### src/rtl/icu_pkg.sv
package icu_pkg;
   typedef enum logic [2:0] {
      REG_RAISED    = 3'd0,
      REG_GATE      = 3'd1,
      REG_ACTIVE    = 3'd2,
      REG_INDEX     = 3'd3,
      REG_SUBRAISED = 3'd4,
      REG_SUBGATE   = 3'd5
   } icu_reg_e;

   function automatic int grp_count(input int n_sub, input int grp_sz);
      return (n_sub + grp_sz - 1) / grp_sz;
   endfunction
endpackage

### src/rtl/icu_sub_fold.sv
module icu_sub_fold #(
   parameter int NUM_SUB = 11,
   parameter int GRP_SZ  = 3,
   parameter int NUM_GRP = icu_pkg::grp_count(NUM_SUB, GRP_SZ)
) (
   input  logic               clk,
   input  logic               rst_n,
   input  logic [NUM_SUB-1:0] sub_req,
   input  logic               clr_en,
   input  logic               msk_wr,
   input  logic [NUM_SUB-1:0] wbits,
   output logic [NUM_SUB-1:0] sub_pend,
   output logic [NUM_SUB-1:0] sub_mask,
   output logic [NUM_GRP-1:0] grp_req
);
   localparam logic [NUM_SUB-1:0] ALL_MASKED = '1;

   logic [NUM_SUB-1:0] live;

   always_ff @(posedge clk or negedge rst_n) begin
      if (!rst_n) begin
         sub_pend <= '0;
         sub_mask <= ALL_MASKED;
      end else begin
         sub_pend <= (sub_pend & ~(clr_en ? wbits : '0)) | sub_req;
         if (msk_wr) sub_mask <= wbits;
      end
   end

   assign live = sub_pend & ~sub_mask;

   for (genvar g = 0; g < NUM_GRP; g++) begin : g_grp
      localparam int LO = g * GRP_SZ;
      localparam int HI = ((LO + GRP_SZ) > NUM_SUB) ? NUM_SUB - 1 : LO + GRP_SZ - 1;
      assign grp_req[g] = |live[HI:LO];
   end
endmodule

### src/rtl/icu_src_pend.sv
module icu_src_pend #(
   parameter int NUM_MAIN = 32
) (
   input  logic                clk,
   input  logic                rst_n,
   input  logic [NUM_MAIN-1:0] req,
   input  logic                clr_en,
   input  logic [NUM_MAIN-1:0] clr_bits,
   output logic [NUM_MAIN-1:0] pend
);
   always_ff @(posedge clk or negedge rst_n) begin
      if (!rst_n) pend <= '0;
      else        pend <= (pend & ~(clr_en ? clr_bits : '0)) | req;
   end
endmodule

### src/rtl/icu_pick.sv
module icu_pick #(
   parameter int NUM_MAIN     = 32,
   parameter bit LOWEST_FIRST = 1'b1,
   localparam int IDX_W       = (NUM_MAIN > 1) ? $clog2(NUM_MAIN) : 1
) (
   input  logic [NUM_MAIN-1:0] cand,
   output logic                any,
   output logic [IDX_W-1:0]    idx
);
   assign any = |cand;

   if (LOWEST_FIRST) begin : g_low
      always_comb begin
         idx = '0;
         for (int i = NUM_MAIN - 1; i >= 0; i--)
            if (cand[i]) idx = IDX_W'(i);
      end
   end else begin : g_high
      always_comb begin
         idx = '0;
         for (int i = 0; i < NUM_MAIN; i++)
            if (cand[i]) idx = IDX_W'(i);
      end
   end
endmodule

### src/rtl/icu_inserv.sv
module icu_inserv #(
   parameter int NUM_MAIN = 32,
   localparam int IDX_W   = (NUM_MAIN > 1) ? $clog2(NUM_MAIN) : 1
) (
   input  logic                clk,
   input  logic                rst_n,
   input  logic                any,
   input  logic [IDX_W-1:0]    idx,
   input  logic                clr_en,
   input  logic [NUM_MAIN-1:0] clr_bits,
   output logic [NUM_MAIN-1:0] inserv,
   output logic [IDX_W-1:0]    offset
);
   logic [NUM_MAIN-1:0] kept;
   logic                empty;

   assign empty = (inserv == '0);
   assign kept  = inserv & ~(clr_en ? clr_bits : '0);

   always_ff @(posedge clk or negedge rst_n) begin
      if (!rst_n) begin
         inserv <= '0;
         offset <= '0;
      end else if (empty) begin
         if (any) begin
            inserv <= NUM_MAIN'(1) << idx;
            offset <= idx;
         end
      end else begin
         inserv <= kept;
         if (kept == '0) offset <= '0;
      end
   end
endmodule

### src/rtl/icu_cascade_top.sv
module icu_cascade_top #(
   parameter int NUM_MAIN     = 32,
   parameter int NUM_SUB      = 11,
   parameter int GRP_SZ       = 3,
   parameter int CASC_BASE    = 28,
   parameter int DATA_W       = 32,
   parameter bit LOWEST_FIRST = 1'b1
) (
   input  logic                clk,
   input  logic                rst_n,
   input  logic [NUM_MAIN-1:0] irq_req,
   input  logic [NUM_SUB-1:0]  sub_req,
   input  logic                wr_en,
   input  logic [2:0]          addr,
   input  logic [DATA_W-1:0]   wdata,
   output logic [DATA_W-1:0]   rdata,
   output logic                irq
);
   import icu_pkg::*;

   localparam int NUM_GRP = grp_count(NUM_SUB, GRP_SZ);
   localparam int IDX_W   = (NUM_MAIN > 1) ? $clog2(NUM_MAIN) : 1;
   localparam logic [NUM_MAIN-1:0] MAIN_ALL = '1;

   if (NUM_MAIN > DATA_W) begin : g_bad_main
      $error("NUM_MAIN must not exceed DATA_W");
   end
   if (NUM_SUB > DATA_W) begin : g_bad_sub
      $error("NUM_SUB must not exceed DATA_W");
   end
   if (GRP_SZ < 1) begin : g_bad_grp
      $error("GRP_SZ must be at least 1");
   end
   if (CASC_BASE + NUM_GRP > NUM_MAIN) begin : g_bad_base
      $error("cascaded groups do not fit in the main sources");
   end

   logic [NUM_SUB-1:0]  sub_pend, sub_mask;
   logic [NUM_GRP-1:0]  grp_req;
   logic [NUM_MAIN-1:0] fold, main_req, src_pend, main_mask, inserv_q;
   logic [IDX_W-1:0]    pick_idx, offset_q;
   logic                pick_any;
   logic                wr_raised, wr_gate, wr_active, wr_subraised, wr_subgate;

   assign wr_raised    = wr_en && (addr == REG_RAISED);
   assign wr_gate      = wr_en && (addr == REG_GATE);
   assign wr_active    = wr_en && (addr == REG_ACTIVE);
   assign wr_subraised = wr_en && (addr == REG_SUBRAISED);
   assign wr_subgate   = wr_en && (addr == REG_SUBGATE);

   icu_sub_fold #(.NUM_SUB(NUM_SUB), .GRP_SZ(GRP_SZ), .NUM_GRP(NUM_GRP)) u_fold (
      .clk(clk), .rst_n(rst_n), .sub_req(sub_req),
      .clr_en(wr_subraised), .msk_wr(wr_subgate),
      .wbits(wdata[NUM_SUB-1:0]),
      .sub_pend(sub_pend), .sub_mask(sub_mask), .grp_req(grp_req)
   );

   for (genvar m = 0; m < NUM_MAIN; m++) begin : g_fold
      if (m >= CASC_BASE && m < CASC_BASE + NUM_GRP) begin : g_casc
         assign fold[m] = grp_req[m - CASC_BASE];
      end else begin : g_plain
         assign fold[m] = 1'b0;
      end
   end

   assign main_req = irq_req | fold;

   icu_src_pend #(.NUM_MAIN(NUM_MAIN)) u_src (
      .clk(clk), .rst_n(rst_n), .req(main_req),
      .clr_en(wr_raised), .clr_bits(wdata[NUM_MAIN-1:0]), .pend(src_pend)
   );

   always_ff @(posedge clk or negedge rst_n) begin
      if (!rst_n)       main_mask <= MAIN_ALL;
      else if (wr_gate) main_mask <= wdata[NUM_MAIN-1:0];
   end

   icu_pick #(.NUM_MAIN(NUM_MAIN), .LOWEST_FIRST(LOWEST_FIRST)) u_pick (
      .cand(src_pend & ~main_mask), .any(pick_any), .idx(pick_idx)
   );

   icu_inserv #(.NUM_MAIN(NUM_MAIN)) u_insv (
      .clk(clk), .rst_n(rst_n), .any(pick_any), .idx(pick_idx),
      .clr_en(wr_active), .clr_bits(wdata[NUM_MAIN-1:0]),
      .inserv(inserv_q), .offset(offset_q)
   );

   assign irq = |inserv_q;

   always_comb begin
      case (addr)
         REG_RAISED:    rdata = DATA_W'(src_pend);
         REG_GATE:      rdata = DATA_W'(main_mask);
         REG_ACTIVE:    rdata = DATA_W'(inserv_q);
         REG_INDEX:     rdata = DATA_W'(offset_q);
         REG_SUBRAISED: rdata = DATA_W'(sub_pend);
         REG_SUBGATE:   rdata = DATA_W'(sub_mask);
         default:       rdata = '0;
      endcase
   end
endmodule


### config.mk
export PLATFORM = sky130hd
export DESIGN_NAME = icu_cascade_top
export DESIGN_NICKNAME = d
export VERILOG_FILES = /design/src/rtl/icu_pkg.sv /design/src/rtl/icu_sub_fold.sv /design/src/rtl/icu_src_pend.sv /design/src/rtl/icu_pick.sv /design/src/rtl/icu_inserv.sv /design/src/rtl/icu_cascade_top.sv
export SDC_FILE = /design/constraint.sdc
export NUM_CORES = 1
export LEC_CHECK = 0
export ABC_CLOCK_PERIOD_IN_PS = 7400
export BUFFER_PORTS_ARGS = -buffer_cell sky130_fd_sc_hd__buf_4
export CAP_MARGIN = 5
export CORE_MARGIN = 2
export CORE_UTILIZATION = 40
export CTS_CLUSTER_DIAMETER = 60
export DETAILED_ROUTE_END_ITERATION = 16
export PLACE_DENSITY = 0.67
export SLEW_MARGIN = 20
export SYNTH_ARGS = -nofsm -noshare
export SYNTH_HDL_FRONTEND = slang
export SYNTH_HIERARCHICAL = 1
export SYNTH_SLANG_ARGS = --single-unit
### constraint.sdc
create_clock -name clk -period 7.4 [get_ports clk]
set_input_delay 0.74 -clock clk [delete_from_list [all_inputs] [get_ports clk]]
set_output_delay 0.74 -clock clk [all_outputs]
set_load 0.05 [all_outputs]
==> run metrics, run 1 <==
status=finished clean; CP startpoint=addr[2]; setup TNS=0 ps; first-pass GRT wire length=33200 um; Critical Path Stages=8; CTS tree=done; reg2reg start=main_mask[7]$_DFFE_PN1P_; Synth area leaders=dfrtp_1 28%, dfstp_2 16%, mux2_4 8.3%, nand2_1 5.7%, mux2i_1 5.5%; Worst Path Buf+Inv=1; Largest stage delay, worst path=700 ps; critical path arrival=3620 ps; # DRC=0; Syn Area/Cell=10.1 um^2; maximum root-to-sink buffer count=2; WL final=20800 um; clk slew on worst S/H paths=60 ps; Post-CTS Setup Inserts=0; worst setup path endpoint=u_insv/offset[2]$_DFFE_PN0P_; Async SR Flop Fraction=1.00; cell taking the most area after synthesis=dfrtp_1; top_reg_cell synth=dfrtp_1; die height=139 um; CTS resizes=0; area delta synth->final=20.5%; Cell Area, Synth=7260 um^2; grt ovf=0; antenna violations before repair=0; clk_skew=12.2 ps; Cell Rows=49; vias per cell=5.39; Clk Latency, worst-skew pair=420 ps; cell leakage power=3.69 nW; Ports=114; FF-to-FF End=u_insv/inserv[10]$_DFFE_PN0P_; EDFF count, synth=0; CP max-delay cell=nor3b_4; PortBufs=113; FF+latch count, synth=123; cell family with most CP delay=simple AND/OR/NAND/NOR gates; Starting Density=0.406; CTS Buf Count=17; share of layout cells above drive strength 1=0.351; first drt pass iteration count=5; n_diodes=0; Reg2Reg Depth=7; wire length per cell=19.5 um; Hold Path Class=in2async; core area=17900 um^2; CTS H-tree lvls=4; final period utilization=0.451; Finish-stage setup viols=0; vias in the first global route=5701; Slew @ Worst Pin=922 ps; Synth cell types=61; Tmin final=3340 ps; maxcap violations=0; Util after Layout=0.489; Root Driver=clkbuf_16; share of the synthesized area in the top cell type=0.276; RSZ-0062 raised after global routing=false; fin. max-slew vios=0; Gate Count Post-Synth=717; peak fanout along the critical path=49; Warnings, synthesis=6; Max Clk Rate=0.299 GHz; gpl congestion=0.939; final hold violation count=0; GRT Util Overall=0.220; largest net degree at the start of global routing=64; Power Density=259 nW/um^2; Worst setup EP type=flop; Seq/Total Area, Yosys=0.431; Die Wd=139 um; Via Count=5735; number of DRC markers in iteration 0=427; Setup CP Type=in2reg; Die Area=19200 um^2; post-route ant nets=0; Slew Limit Headroom=0.382; hold buffer count at cts=0; Max rail drop VDD=0.177 mV; cells along the critical path=buf_4, nand2b_2, nor3b_4, o41ai_4, o21ai_0, nand4_1, nor3_2, a21oi_1; post-layout net count=903; CP startpoint kind=primary input; fill count=1678; Worst EP required=7680 ps; clk sinks=123; Net Count, Synth=798; HPWL Detailed=15300 um; worst reg-to-reg setup slack=4310 ps
==> state kept, by name (all words and copies together) (netlist names) <==
register	flops
u_fold/sub_pend	11
u_fold/sub_mask	11
u_insv/offset	5
main_mask	32
u_src/pend	32
u_insv/inserv	32
==> per-layer routing <==
layer | GRT usage | share of wire | vias to the layer above
met5 | 0 | 0 | -
met3 | 0.0515 | 0.049 | 24
li1 | - | - | 2756
met2 | 0.334 | 0.46 | 176
met4 | 0.0579 | 0.014 | 0
met1 | 0.319 | 0.48 | 2779
==> where the power goes <==
group	total (W)	internal, W	leakage, nW	switching [W]
combinational	0.000537	0.000231	2.09	0.000306
sequential	0.000894	0.000800	1.32	0.0000932
clock	0.000832	0.000536	0.278	0.000295
total	0.00226	0.00157	3.69	0.000694
==> how the worst min path moves through the flow <==
stage | startpoint | end
2_1_floorplan | rst_n | u_fold/sub_pend[0]$_DFF_PN0_
3_3_place_gp | u_src/pend[5]$_DFF_PN0_ | u_src/pend[5]$_DFF_PN0_
3_5_place_dp | u_src/pend[28]$_DFF_PN0_ | u_src/pend[28]$_DFF_PN0_
4_1_cts | rst_n | u_insv/inserv[25]$_DFFE_PN0P_
5_1_grt | rst_n | u_insv/inserv[25]$_DFFE_PN0P_
6_report | rst_n | u_insv/inserv[25]$_DFFE_PN0P_
==> cells by family (layout without fill, tap and decap cells) <==
family	after synthesis	count (layout)	share of synthesized area
compound gates	172	172	0.154
simple gates	266	266	0.202
flops	123	123	0.431
mux	91	91	0.156
buf+inv	65	183	0.0569
==> synth_stat cells, types with 18 or more instances <==
master	number
nor4_1	21
a21o_1	45
nand2_1	110
nor2b_1	34
dfstp_2	43
mux2_4	40
mux2i_1	40
o21ai_0	34
o21ai_1	18
a21oi_1	36
dfrtp_1	80
inv_1	31
or2_2	29
==> metrics by stage <==
stage,area [um^2],cells,setup WS [ps],hold slack (ps),total power [W]
floorplan,7260,717,4230,444,0.00125
global placement,8160,1032,3470,478,0.00143
detailed placement,8160,1032,3420,489,0.00143
CTS,8740,1064,3820,435,0.00227
global route,8750,1064,3920,462,0.00237
finish,8750,1064,4060,412,0.00226
==> cell type report <==
| cell class | count | area (um^2) | share of cell area |
|---|---|---|---|
| Multi-Input combinational cell | 529 | 3740 | 0.427 |
| Sequential cell | 123 | 3130 | 0.358 |
| Timing Repair Buffer | 119 | 893 | 0.102 |
| Clock buffer | 24 | 462 | 0.0528 |
| Tap cell | 229 | 287 | 0.0327 |
| Clock inverter | 8 | 120 | 0.0137 |
| Inverter | 32 | 120 | 0.0137 |
==> cells in the final DEF (no fill, tap or decap), types with 3 or more instances in the layout <==
cell	Yosys	final
a21o_1	45	45
a21oi_1	36	36
a221oi_1	5	5
buf_4	5	119
bufinv_16	0	3
clkbuf_1	5	6
clkbuf_16	0	17
clkinv_2	0	3
dfrtp_1	80	80
dfstp_2	43	43
inv_1	31	31
mux2_2	10	10
mux2_4	40	40
mux2i_1	40	40
nand2_1	110	110
nand2b_1	6	6
nand3_1	5	5
nand3b_1	3	3
nand4_1	10	10
nor2_1	14	14
nor2b_1	34	34
nor3_1	7	5
nor3_2	4	6
nor4_1	21	21
o21a_1	7	7
o21ai_0	34	34
o21ai_1	18	18
o221ai_1	3	3
o31ai_1	6	6
or2_2	29	29
or4_1	3	3
Note: power is estimated with default switching activity, not from simulation.
==> inputs of run 2 (changes only) <==
- ABC_CLOCK_PERIOD_IN_PS: 7400 -> 3440
- clock period: 7.4 -> 3.44 ns (I/O delays scaled with it)
==> run 2 against run 1 <==
Clock power is 97% higher. Register-to-register slack worse by 3600 ps. Sequential power is 120% higher. First-iteration DRC count is 24% higher. Largest power group unchanged. Critical path depth is 2 higher. Non-clock buffer count is 6 higher. Final cell count is 0.56% higher. Highest routed layer unchanged. Utilization hardly changed. Critical path type is now reg2reg. Routed wire length is 0.59% higher. Critical endpoint is now u_insv/inserv[12]$_DFFE_PN0P_. Clock-buffer cell count stayed put.
==> run metrics, run 2 (synthesis results as in run 1) <==
status=finished clean; share of layout cells above drive strength 1=0.358 (+0.00701); setup TNS=0 ps (unchanged); Max rail drop VDD=0.413 mV (+130%); Final Total Pwr=0.00472 W (+110%); Tmin final=2730 ps; Final Instance Area=8750 um^2 (about the same); Die Wd=139 um (unchanged); Power Density=539 nW/um^2 (+110%); CTS tree=done; clk slew on worst S/H paths=60 ps (about the same); Slew Limit Headroom=0.431 (+0.0484); # DRC=0 (unchanged); final hold violation count=0 (unchanged); first drt pass iteration count=7 (+2); final period utilization=0.794; HPWL Detailed=15300 um (-0.17%); FF-to-FF End=u_insv/inserv[12]$_DFFE_PN0P_; Max Clk Rate=0.366 GHz; reg2reg start=u_src/pend[16]$_DFF_PN0_; Slew @ Worst Pin=851 ps (-70.5 ps); WL final=20900 um (+0.59%); Cell Rows=49 (unchanged); post-route ant nets=0 (unchanged); wire length per cell=19.5 um (about the same); CTS resizes=0 (unchanged); antenna violations before repair=0 (unchanged); Switching Fraction=0.320 (+0.0130); fin. max-slew vios=0 (unchanged); Via Count=5975 (+4.2%); CTS H-tree lvls=4 (unchanged); largest net degree at the start of global routing=65 (+1.6%); die height=139 um (unchanged); number of DRC markers in iteration 0=529 (+24%); CTS Buf Count=17 (unchanged); Worst setup EP type=flop; peak fanout along the critical path=11 (-78%); maximum root-to-sink buffer count=2 (unchanged); Starting Density=0.406 (unchanged); proportion of power drawn by combinational gates=0.245 (+0.008); cell leakage power=3.71 nW (+0.59%); grt ovf=0 (unchanged); core area=17900 um^2 (unchanged); Clk Latency, worst-skew pair=420 ps (about the same); worst reg-to-reg setup slack=710 ps (-3600 ps); vias per cell=5.58 (+3.6%); Placement Cell Area=8220 um^2 (+0.64%); Finish-stage setup viols=0 (unchanged); Die Area=19200 um^2 (unchanged); gpl congestion=0.989 (+5.3%); most frequent cells in the layout=124 x buf_4, 110 x nand2_1, 80 x dfrtp_1; GRT Util Overall=0.221 (+0.000510); biggest registers after layout=main_mask x32, u_insv/inserv x32, u_src/pend x32; clk_skew=12.7 ps (+0.516 ps); area delta synth->final=20.5% (about the same); hold buffer count at cts=0 (unchanged); post-layout net count=909 (+0.66%); Ports=114 (unchanged); first-pass GRT wire length=33600 um (+1.2%); n_diodes=0 (unchanged); Hold Path Class=in2async; Post-CTS Setup Inserts=0 (unchanged); vias in the first global route=5976 (+4.8%); RSZ-0062 raised after global routing=false; maxcap violations=0 (unchanged); PortBufs=113 (unchanged); Seq pwr share=0.408 (+0.013); share of power burned in the clock network=0.347 (-0.021); Reg2Reg Depth=10 (+3); critical path arrival=3060 ps (-560 ps); Switch Pwr=0.00151 W (+120%); leading cell type in the layout, fill and taps excluded=buf_4; Setup CP Type=reg2reg; worst hold slack=1.60 ps (-410 ps); CP startpoint kind=flop; Pint=0.00321 W (+100%); Worst EP required=3770 ps (-3910 ps); clk sinks=123 (unchanged); Root Driver=clkbuf_16
## run 2: cell count changes in the layout (fill, tap and decap cells not counted), moves of 3 or more
cell	change
buf_4	+5
clkbuf_8	+3
bufinv_16	-3
clkinv_2	+4
clkbuf_1	-3
## run 2: area by class of cell
class / count / area (um^2)
Timing Repair Buffer: 125 / 951
Tap cell: 229 / 287
Sequential cell: 123 / 3130
Fill cell: 1682 / 9150
Clock inverter: 8 / 42.5
Clock buffer: 24 / 492
Multi-Input combinational cell: 529 / 3730
Inverter: 32 / 120
## run 2: worst max path at each step
stage | from | depth (start not counted) | slack, ps | end
after floorplan | addr[0] | 12 | 890 | u_insv/offset[0]$_DFFE_PN0P_
after global placement | u_src/pend[8]$_DFF_PN0_ | 9 | 800 | u_insv/inserv[12]$_DFFE_PN0P_
after detailed placement | addr[2] | 10 | 720 | u_insv/offset[2]$_DFFE_PN0P_
after CTS | u_src/pend[8]$_DFF_PN0_ | 9 | 740 | u_insv/inserv[12]$_DFFE_PN0P_
after global routing | u_src/pend[16]$_DFF_PN0_ | 10 | 470 | u_insv/inserv[12]$_DFFE_PN0P_
final | u_src/pend[16]$_DFF_PN0_ | 10 | 710 | u_insv/inserv[12]$_DFFE_PN0P_
## run 2: power groups by stage
stage | combinational (W) | sequential (W) | clock (W)
6_report | 0.00116 | 0.00193 | 0.00164
2_1_floorplan | 0.000821 | 0.00186 | 0
3_3_place_gp | 0.00114 | 0.00193 | 0
5_1_grt | 0.00126 | 0.00195 | 0.00172
4_1_cts | 0.00115 | 0.00192 | 0.00166
3_5_place_dp | 0.00115 | 0.00194 | 0
## run 2: worst max-delay path, stage by stage (launching register included)
cell,delay (ps)
dfrtp_1,370
nor2b_1,290
inv_1,70
a21oi_1,160
o21ai_0,100
a2111oi_0,590
a221oi_1,160
buf_4,210
nand2b_1,190
or2_2,320
o21ai_0,180
## run 2: per-layer routing
layer	track usage	up-vias	wire [um]
met2	0.336	220	9520
li1	-	2766	-
met3	0.0394	29	1180
met1	0.316	2960	9740
met4	0.0835	0	473
met5	0	-	0
## run 2: through the flow
stage | cells | utilization | setup WS, ps
2_1_floorplan | 717 | - | 887
3_3_place_gp | 1038 | 0.459 | 800
3_5_place_dp | 1038 | 0.459 | 725
4_1_cts | 1070 | 0.489 | 744
5_1_grt | 1070 | 0.489 | 474
6_report | 1070 | 0.489 | 709
